File: src/rtl/mrc_pkg.sv
package mrc_pkg;

    // Wake sequencing for ring output A
    typedef enum logic [1:0] {
        PW_DOWN   = 2'd0,
        PW_WAKE   = 2'd1,
        PW_ACTIVE = 2'd2
    } pwr_state_t;

    // Ring output B sequencing
    typedef enum logic [1:0] {
        RB_FOLLOW = 2'd0,
        RB_LOW    = 2'd1,
        RB_HIGH   = 2'd2,
        RB_PARK   = 2'd3
    } rb_state_t;

endpackage

File: src/rtl/mrc_sync.sv
module mrc_sync #(
    parameter int STAGES = 2
) (
    input  logic clk,
    input  logic rst_n,
    input  logic din,
    output logic dout,
    output logic dchg
);
    localparam int LAST = STAGES - 1;

    logic [LAST:0] shreg;
    logic          prev_q;

    generate
        if (STAGES == 1) begin : g_one
            always_ff @(posedge clk or negedge rst_n) begin
                if (!rst_n) shreg <= '0;
                else        shreg <= din;
            end
        end else begin : g_many
            always_ff @(posedge clk or negedge rst_n) begin
                if (!rst_n) shreg <= '0;
                else        shreg <= {shreg[LAST-1:0], din};
            end
        end
    endgenerate

    always_ff @(posedge clk or negedge rst_n) begin
        if (!rst_n) prev_q <= 1'b0;
        else        prev_q <= shreg[LAST];
    end

    assign dout = shreg[LAST];
    assign dchg = shreg[LAST] ^ prev_q;

endmodule

File: src/rtl/mrc_stretch.sv
module mrc_stretch #(
    parameter int STRETCH_CYC = 2_000_000
) (
    input  logic clk,
    input  logic rst_n,
    input  logic trig,
    output logic active
);
    localparam int CW = $clog2(STRETCH_CYC + 1);
    localparam logic [CW-1:0] LOAD = CW'(STRETCH_CYC);

    logic [CW-1:0] remain_q;

    always_ff @(posedge clk or negedge rst_n) begin
        if (!rst_n)               remain_q <= '0;
        else if (trig)            remain_q <= LOAD;
        else if (remain_q != '0)  remain_q <= remain_q - 1'b1;
    end

    assign active = (remain_q != '0);

endmodule

File: src/rtl/mrc_wake_fsm.sv
module mrc_wake_fsm
    import mrc_pkg::*;
#(
    parameter int WAKE_CYC = 240_000
) (
    input  logic clk,
    input  logic rst_n,
    input  logic down,
    input  logic ring_s,
    input  logic ring_active,
    output logic ring_a
);
    localparam int WW = $clog2(WAKE_CYC + 1);
    localparam logic [WW-1:0] WLOAD = WW'(WAKE_CYC - 1);

    pwr_state_t    state_q, state_d;
    logic [WW-1:0] wcnt_q;

    // next-state
    always_comb begin
        state_d = state_q;
        unique case (state_q)
            PW_DOWN:   if (!down) state_d = PW_WAKE;
            PW_WAKE:   if (down) state_d = PW_DOWN;
                       else if (wcnt_q == '0) state_d = PW_ACTIVE;
            PW_ACTIVE: if (down) state_d = PW_DOWN;
            default:   state_d = PW_DOWN;
        endcase
    end

    // state register and settling counter
    always_ff @(posedge clk or negedge rst_n) begin
        if (!rst_n) begin
            state_q <= PW_DOWN;
            wcnt_q  <= '0;
        end else begin
            state_q <= state_d;
            if (state_q == PW_DOWN && state_d == PW_WAKE)
                wcnt_q <= WLOAD;
            else if (state_q == PW_WAKE && wcnt_q != '0)
                wcnt_q <= wcnt_q - 1'b1;
        end
    end

    // outputs
    always_comb begin
        unique case (state_q)
            PW_ACTIVE: ring_a = ring_active ? ~ring_s : 1'b1;
            PW_DOWN,
            PW_WAKE:   ring_a = 1'b0;
            default:   ring_a = 1'b0;
        endcase
    end

endmodule

File: src/rtl/mrc_ringb_fsm.sv
module mrc_ringb_fsm
    import mrc_pkg::*;
#(
    parameter int PULSE_CYC = 2_000
) (
    input  logic clk,
    input  logic rst_n,
    input  logic down,
    input  logic ring_s,
    output logic ring_b
);
    localparam int PW = $clog2(PULSE_CYC + 1);
    localparam logic [PW-1:0] PLOAD = PW'(PULSE_CYC - 1);

    rb_state_t     state_q, state_d;
    logic [PW-1:0] pcnt_q;
    logic          down_q;
    logic          flip;

    assign flip = down ^ down_q;

    // next-state
    always_comb begin
        state_d = state_q;
        if (flip) begin
            state_d = RB_LOW;
        end else begin
            unique case (state_q)
                RB_LOW:    if (pcnt_q == '0) state_d = down ? RB_PARK : RB_HIGH;
                RB_HIGH:   if (pcnt_q == '0) state_d = RB_FOLLOW;
                RB_FOLLOW: state_d = RB_FOLLOW;
                RB_PARK:   state_d = RB_PARK;
                default:   state_d = RB_PARK;
            endcase
        end
    end

    // state register, phase counter, previous condition
    always_ff @(posedge clk or negedge rst_n) begin
        if (!rst_n) begin
            state_q <= RB_PARK;
            pcnt_q  <= '0;
            down_q  <= 1'b1;
        end else begin
            state_q <= state_d;
            down_q  <= down;
            if (flip || (state_q == RB_LOW && pcnt_q == '0))
                pcnt_q <= PLOAD;
            else if (pcnt_q != '0)
                pcnt_q <= pcnt_q - 1'b1;
        end
    end

    // outputs
    always_comb begin
        unique case (state_q)
            RB_FOLLOW: ring_b = ring_s;
            RB_LOW:    ring_b = 1'b0;
            RB_HIGH,
            RB_PARK:   ring_b = 1'b1;
            default:   ring_b = 1'b1;
        endcase
    end

endmodule

File: src/rtl/mdm_ring_cond.sv
module mdm_ring_cond #(
    parameter int SYNC_STAGES = 2,
    parameter int STRETCH_CYC = 2_000_000,
    parameter int WAKE_CYC    = 240_000,
    parameter int PULSE_CYC   = 2_000
) (
    input  logic clk,
    input  logic rst_n,
    input  logic ring_in,
    input  logic pwrdn_bit,
    input  logic func_en,
    input  logic ring_sel,
    input  logic modem_chg,
    input  logic audio_en,
    input  logic spk_in,
    output logic ring_a_o,
    output logic ring_b_o,
    output logic sts_chg_o,
    output logic spk_o,
    output logic spk_oe_o,
    output logic mdm_pwdn_n_o,
    output logic mdm_idle_o
);
    logic ring_s;
    logic ring_edge;
    logic ring_active;
    logic down;

    assign down = pwrdn_bit | ~func_en;

    mrc_sync #(.STAGES(SYNC_STAGES)) u_sync (
        .clk  (clk),
        .rst_n(rst_n),
        .din  (ring_in),
        .dout (ring_s),
        .dchg (ring_edge)
    );

    mrc_stretch #(.STRETCH_CYC(STRETCH_CYC)) u_str (
        .clk   (clk),
        .rst_n (rst_n),
        .trig  (ring_edge),
        .active(ring_active)
    );

    mrc_wake_fsm #(.WAKE_CYC(WAKE_CYC)) u_wake (
        .clk        (clk),
        .rst_n      (rst_n),
        .down       (down),
        .ring_s     (ring_s),
        .ring_active(ring_active),
        .ring_a     (ring_a_o)
    );

    mrc_ringb_fsm #(.PULSE_CYC(PULSE_CYC)) u_rb (
        .clk   (clk),
        .rst_n (rst_n),
        .down  (down),
        .ring_s(ring_s),
        .ring_b(ring_b_o)
    );

    always_comb begin
        sts_chg_o    = ring_sel ? ring_active : modem_chg;
        spk_oe_o     = audio_en;
        spk_o        = audio_en & spk_in;
        mdm_pwdn_n_o = ~down;
        mdm_idle_o   = down;
    end

endmodule

File: config.mk
export PLATFORM = sky130hd
export DESIGN_NAME = mdm_ring_cond
export DESIGN_NICKNAME = d
export VERILOG_FILES = /design/src/rtl/mrc_pkg.sv /design/src/rtl/mrc_sync.sv /design/src/rtl/mrc_stretch.sv /design/src/rtl/mrc_wake_fsm.sv /design/src/rtl/mrc_ringb_fsm.sv /design/src/rtl/mdm_ring_cond.sv
export SDC_FILE = /design/constraint.sdc
export NUM_CORES = 1
export LEC_CHECK = 0
export BUFFER_PORTS_ARGS = -buffer_cell sky130_fd_sc_hd__clkbuf_2
export CORE_MARGIN = 2
export CORE_UTILIZATION = 55
export DETAILED_ROUTE_END_ITERATION = 7
export GPL_TIMING_DRIVEN = 1
export PLACE_DENSITY = 0.76
export SLEW_MARGIN = 30
export SYNTH_ARGS = -nofsm -noshare
export SYNTH_HDL_FRONTEND = slang
export SYNTH_SLANG_ARGS = --single-unit
File: constraint.sdc
create_clock -name clk -period 2.48 [get_ports clk]
set_clock_uncertainty 0.05 [all_clocks]
set_input_delay 0.248 -clock clk [delete_from_list [all_inputs] [get_ports clk]]
set_output_delay 0.248 -clock clk [all_outputs]
set_load 0.02 [all_outputs]
==> qor.yml, run 1 <==
maxCapViolCount: 0
p_total_w: 0.00243
die_area_um2: 6390
cts.sinks: 58
vias_per_cell: 6.02
power_density_nw_per_um2: 670
clock_latency_ps: 340
syn_area_per_cell_um2: 9.29
synth_async_sr_flop_share: 1.00
firstDrtPassIters: 4
ant_nets: 0
finalCriticalPeriod_ps: 2310
yosys.area.top_type: "dfrtp_1"
numCtsBuffers: 9
hpwl_um: 4510
synth_edf_count: 0
yosysWarnings: 0
rows: 27
hp-class: "in2async"
worstPathRequired_ps: 2180
grt_pass1_vias: 2629
drc: 0
crit_path_start_kind: "flop"
critPathKind: "reg2out"
io_buffers: 15
synthesis.instances: 341
period_share: 0.930
htreeDepth: 3
grt_use_total: 0.241
yosys_register_bits: 58
synth_top_area_share: 0.434
drt_iter0_markers: 128
slew_headroom: 0.457
drive_gt1_frac: 0.148
tritoncts: "yes"
grt_util_met1: 0.308
top_usage_layer: "met2"
wl_per_cell_um: 15.1
vias: 2709
antenna_cells: 0
hold_viol: 0
syn_nets: 353
cp.arrival_ps: 2010
core_um2: 5540
fin_nets: 385
setup_tns_ps: 0
drv_slew: 0
worstSetupEndpointType: "output port"
worstPathMaxFanout: 4
worstMarginPinSlew_ps: 811
cts_buffer_depth: 2
vdd_ir_drop_max_mv: 0.468
fmax_ghz: 0.434
die_x_um: 79.9
cts_setup_buffers: 0
drt_wl_total_um: 6810
ys.flop_type: "dfrtp_1"
start_util: 0.572
grt_pass1_wl_um: 11900
area_growth_pct: 14.3
worstRegToRegCells: 5
antenna_found_initial: 0
rsz0062_at_grt: "false"
power.leakage_nw: 1.39
ios: 16
root_buffer: "clkbuf_8"
synth-seq-area-share: 0.459
met2_usage: 0.389
grt_max_degree: 59
clk_pin_slew_worst_paths_ps: 60
syn-cell-area_um2: 3170
gr-total-overflow: 0
gp_congestion: 0.849
use_met3: 0.0656
status: "finished, final reports clean"
synth_cell_types: 50
die_h_um: 79.9
setup_viol: 0
synth.area.top_cells: "dfrtp_1 (43%), mux2i_1 (6.0%), nor2_1 (3.9%)"
state kept, by name, indices dropped and copies added, names as in the netlist:
| register | count |
|---|---|
| u_sync.shreg | 2 |
| u_wake.wcnt_q | 18 |
| u_str.remain_q | 21 |
| u_sync.prev_q | 1 |
| u_wake.state_q | 2 |
| u_rb.pcnt_q | 11 |
| u_rb.state_q | 2 |
| u_rb.down_q | 1 |
path summary, 6_finish.rpt:
kind                                                from                             to  slack [ps]
min in group clk                                 func_en          u_rb.down_q$_DFF_PN1_         200
max reg2reg                 u_wake.wcnt_q[4]$_DFFE_PN0P_   u_wake.wcnt_q[4]$_DFFE_PN0P_         180
min                                                rst_n  u_str.remain_q[7]$_DFFE_PN0P_           8
max                        u_str.remain_q[9]$_DFFE_PN0P_                       ring_a_o         170
min reg2reg                    u_sync.shreg[0]$_DFF_PN0_      u_sync.shreg[1]$_DFF_PN0_         300
max in group asynchronous                          rst_n  u_wake.wcnt_q[15]$_DFFE_PN0P_        1900
power by group:
group / leakage (nW) / switching, W / internal (W)
clock network: 0.101 / 0.000365 / 0.000519
registers: 0.644 / 0.000102 / 0.00103
logic: 0.648 / 0.000224 / 0.000187
total: 1.39 / 0.000691 / 0.00174
metal layers:
layer / up-vias / wire [um]
met2: 76 / 3230
met5: - / 0
met1: 1291 / 3170
met4: 0 / 131
li1: 1328 / -
met3: 14 / 291
synthesized netlist by cell type (10+ instances only):
library cell,count
nand2_1,29
and2_1,10
nor4_1,12
clkbuf_1,11
o21ai_0,21
mux2i_1,19
nor2_1,33
dfrtp_1,55
inv_1,12
a21oi_1,22
layout by cell type (no fill, tap or decap), types with 4 or more instances in the layout:
| cell | netlist | final |
|---|---|---|
| dfrtp_1 | 55 | 55 |
| nor2_1 | 33 | 33 |
| nand2_1 | 29 | 29 |
| a21oi_1 | 22 | 22 |
| o21ai_0 | 21 | 21 |
| buf_4 | 1 | 20 |
| mux2i_1 | 19 | 19 |
| clkbuf_2 | 0 | 15 |
| inv_1 | 12 | 12 |
| nor4_1 | 12 | 12 |
| clkbuf_8 | 0 | 11 |
| and2_1 | 10 | 10 |
| nand2b_1 | 9 | 9 |
| or4_1 | 9 | 9 |
| nor3_1 | 9 | 9 |
| or3_1 | 7 | 7 |
| nand3_1 | 6 | 6 |
| a211oi_1 | 6 | 6 |
| o31ai_1 | 5 | 5 |
| o211ai_1 | 5 | 5 |
| a2111oi_0 | 5 | 5 |
| nand4_1 | 4 | 4 |
| xnor2_1 | 4 | 4 |
kinds of logic (layout without fill, tap and decap cells):
| kind of cell | count (synthesis) | after routing | synth area share |
|---|---|---|---|
| AO/OA/AOI/OAI | 80 | 80 | 0.162 |
| XOR/XNOR | 6 | 6 | 0.0166 |
| multiplexers | 19 | 19 | 0.0600 |
| flip-flops | 58 | 58 | 0.459 |
| AND/OR/NAND/NOR | 148 | 148 | 0.255 |
| buffers and inverters | 27 | 64 | 0.0359 |
| adder cells (fa/ha/maj) | 3 | 3 | 0.0118 |
per-stage QoR:
| step | hold WS [ps] | std cells | utilization | setup WS [ps] | instance area, um2 |
|---|---|---|---|---|---|
| after detailed placement | 285 | 433 | 0.617 | 234 | 3420 |
| after global routing | 73.4 | 450 | 0.654 | 41.3 | 3620 |
| after CTS | 24.8 | 450 | 0.654 | 146 | 3620 |
| after global placement | 288 | 433 | 0.617 | 265 | 3420 |
| final | 8.20 | 450 | 0.654 | 174 | 3620 |
| after floorplan | -97.6 | 341 | - | 238 | 3170 |
final cells by class:
type	instances	area (um2)
inverter	12	45.0
multi-input combinational	256	1600
clock inverter	2	35.0
tap	72	90.1
fill	449	1920
clock buffer	14	163
sequential	58	1460
timing repair buffer	36	235
what timing repair did:
item | CTS | global route
hold buffers | 1 | 0
resized for setup | 0 | 0
endpoints found under the hold margin | 1 | 0
critical path, stage by stage (launching register included):
cell and delay, ps:
dfrtp_1 410, nor4_1 350, buf_4 180, and4b_1 210
nand2_1 120, a21oi_1 210, clkbuf_2 200
Note: power is estimated with default switching activity, not from simulation.
==> run 2, diff against run 1 <==
ABC_AREA = 1   (was unset)
==> qor.yml, run 2 <==
status: "finished, final reports clean"
clk_pin_slew_worst_paths_ps: 70
crit_chain: "inv_1 > ha_2 > nand2_1 > nor2_1 > nand3_4 > mux2_2 > clkbuf_2"
numPlacedInstances: 543
power.share.switching: 0.375
ios: 16
synth-seq-area-share: 0.432
yosys.area.top_type: "dfrtp_1"
power_density_nw_per_um2: 749
layout_common_cells: "nand2_1 (109), nor2_1 (68), inv_1 (62)"
hp-class: "in2reg"
syn_nets: 468
cp-startpoint: "u_str.remain_q[0]$_DFFE_PN0P_"
synth_top_area_share: 0.408
yosysWarnings: 0
drt_wl_total_um: 7390
hold_start: "pwrdn_bit"
synth_most_common_cell: "nand2_1"
gp_congestion: 0.869
slew_headroom: 0.679
ys_top_cells_by_count: "nand2_1 (109), nor2_1 (68), inv_1 (62), dfrtp_1 (55), nand3_1 (52)"
critPathKind: "reg2out"
maxCapViolCount: 0
die_area_um2: 6770
cts.sinks: 58
numCtsBuffers: 9
gr-total-overflow: 0
syn_area_per_cell_um2: 7.39
hpwl_um: 5220
fin_nets: 493
worstMarginPinSlew_ps: 480
setup_viol: 0
synth_cell_types: 34
synth.area.top_cells: "dfrtp_1 (41%), nand2_1 (12%), nand3_1 (7.7%)"
power_frac_comb: 0.284
core_um2: 5920
drv_slew: 0
worstRegToRegCells: 10
synth_edf_count: 0
power.leakage_nw: 1.88
worstPathMaxFanout: 9
grt_pass1_wl_um: 12700
cp.arrival_ps: 2070
reg2reg_setup_slack_ps: 500
io_buffers: 15
clock_latency_ps: 340
seqPwrFrac: 0.438
die_x_um: 82.3
worstPathRequired_ps: 2180
firstDrtPassIters: 4
syn-cell-area_um2: 3370
yosys_register_bits: 58
ys.flop_type: "dfrtp_1"
root_buffer: "clkbuf_8"
drc: 0
drive_gt1_frac: 0.130
fmax_ghz: 0.423
cts_buffer_depth: 2
hold_depth: 3
worstSetupEndpointType: "output port"
die_h_um: 82.3
wl_per_cell_um: 13.2
tritoncts: "yes"
synthesis.instances: 456
reg2reg_from: "u_rb.pcnt_q[0]$_DFFE_PN0P_"
stdcell_count: 561
area_growth_pct: 10.9
hold_viol: 0
ant_nets: 0
critPathBufInv: 2
start_util: 0.569
reg2reg_to: "u_rb.pcnt_q[5]$_DFFE_PN0P_"
antenna_cells: 0
antenna_found_initial: 0
rows: 28
p_int_w: 0.00175
hold_path_end: "u_rb.down_q$_DFF_PN1_"
critical_path.top_delay_family: "simple AND/OR/NAND/NOR gates"
vias_per_cell: 5.36
synth_async_sr_flop_share: 1.00
finalCriticalPeriod_ps: 2360
crit_path_top_delay_cell: "dfrtp_1"
largest_reg_flops: 21
grt_use_total: 0.244
largestRegisters: "u_str.remain_q x21, u_wake.wcnt_q x18, u_rb.pcnt_q x11"
vdd_ir_drop_max_mv: 0.544
grt_max_degree: 43
timing.hold.ws_ps: 188
period_share: 0.953
grt_pass1_vias: 2917
regMostFlops: "u_str.remain_q"
crit_path_start_kind: "flop"
slowest_delay_ps: 390
htreeDepth: 3
cts_setup_buffers: 0
p_clk_frac: 0.278
drt_iter0_markers: 250
final_common_cell: "nand2_1"
vias: 3009
p_sw_w: 0.00105
run 2: kinds of logic after synthesis:
kind of cell	Yosys count	synth area share
AO/OA/AOI/OAI	32	0.0557
XOR/XNOR	20	0.0520
adder cells (fa/ha/maj)	3	0.0111
buffers and inverters	69	0.0813
flip-flops	58	0.432
multiplexers	1	0.00334
AND/OR/NAND/NOR	273	0.365
run 2: worst reg2reg max path, cell delays in order, from the launching register on:
cell     delay (ps)
dfrtp_1         390
inv_1           110
ha_1            200
inv_1            50
nor2_1          120
nand2_1         120
nor2_2          150
nand2_2         140
nand2_1         180
nor2_1           70
nor3_1          280
run 2: timing repair:
| item | in CTS | in global routing |
|---|---|---|
| resized for setup | 0 | 2 |
| hold endpoints to repair | 17 | 0 |
| setup endpoints to repair | 0 | 2 |
| hold buffers | 2 | 0 |
run 2: worst max path at each step:
| stage | end | slack (ps) | cells past startpoint |
|---|---|---|---|
| 2_1_floorplan | ring_a_o | 680 | 6 |
| 3_3_place_gp | sts_chg_o | 490 | 7 |
| 3_5_place_dp | sts_chg_o | 420 | 7 |
| 4_1_cts | sts_chg_o | 50 | 7 |
| 5_1_grt | sts_chg_o | -10 | 7 |
| 6_report | sts_chg_o | 120 | 7 |
run 2: cell type report:
type                    count  area [um2]
clock buffers              11         141
clock inverters             5        30.0
fillers                   525        2180
inverters                  63         236
multi-input cells         329        1650
flip-flops and latches     58        1460
well taps                  75        93.8
repair buffers             20         130
run 2: stage by stage:
| stage | setup WS (ps) | setup TNS [ps] | utilization | power (W) | cell area (um2) |
|---|---|---|---|---|---|
| floorplan | 677 | 0 | - | 0.00182 | 3370 |
| detailed placement | 416 | 0 | 0.597 | 0.00201 | 3540 |
| global placement | 494 | 0 | 0.597 | 0.00198 | 3540 |
| finish | 116 | 0 | 0.631 | 0.00280 | 3740 |
| global route | -12.2 | -12.2 | 0.631 | 0.00300 | 3740 |
| CTS | 51.1 | 0 | 0.630 | 0.00279 | 3730 |
run 2: layer usage:
layer  up-vias  track usage  wire, um
li1       1492            -         -
met1      1426        0.308      3250
met2        76        0.404      3650
met3        15       0.0326       321
met4         0        0.137       169
met5         -            0         0
run 2: power by group through the flow:
stage,combinational [W],clock (W),sequential [W]
after floorplan,0.000615,0,0.00120
after global placement,0.000743,0,0.00123
after detailed placement,0.000775,0,0.00124
after CTS,0.000785,0.000784,0.00122
after global routing,0.000921,0.000829,0.00125
final,0.000795,0.000777,0.00123
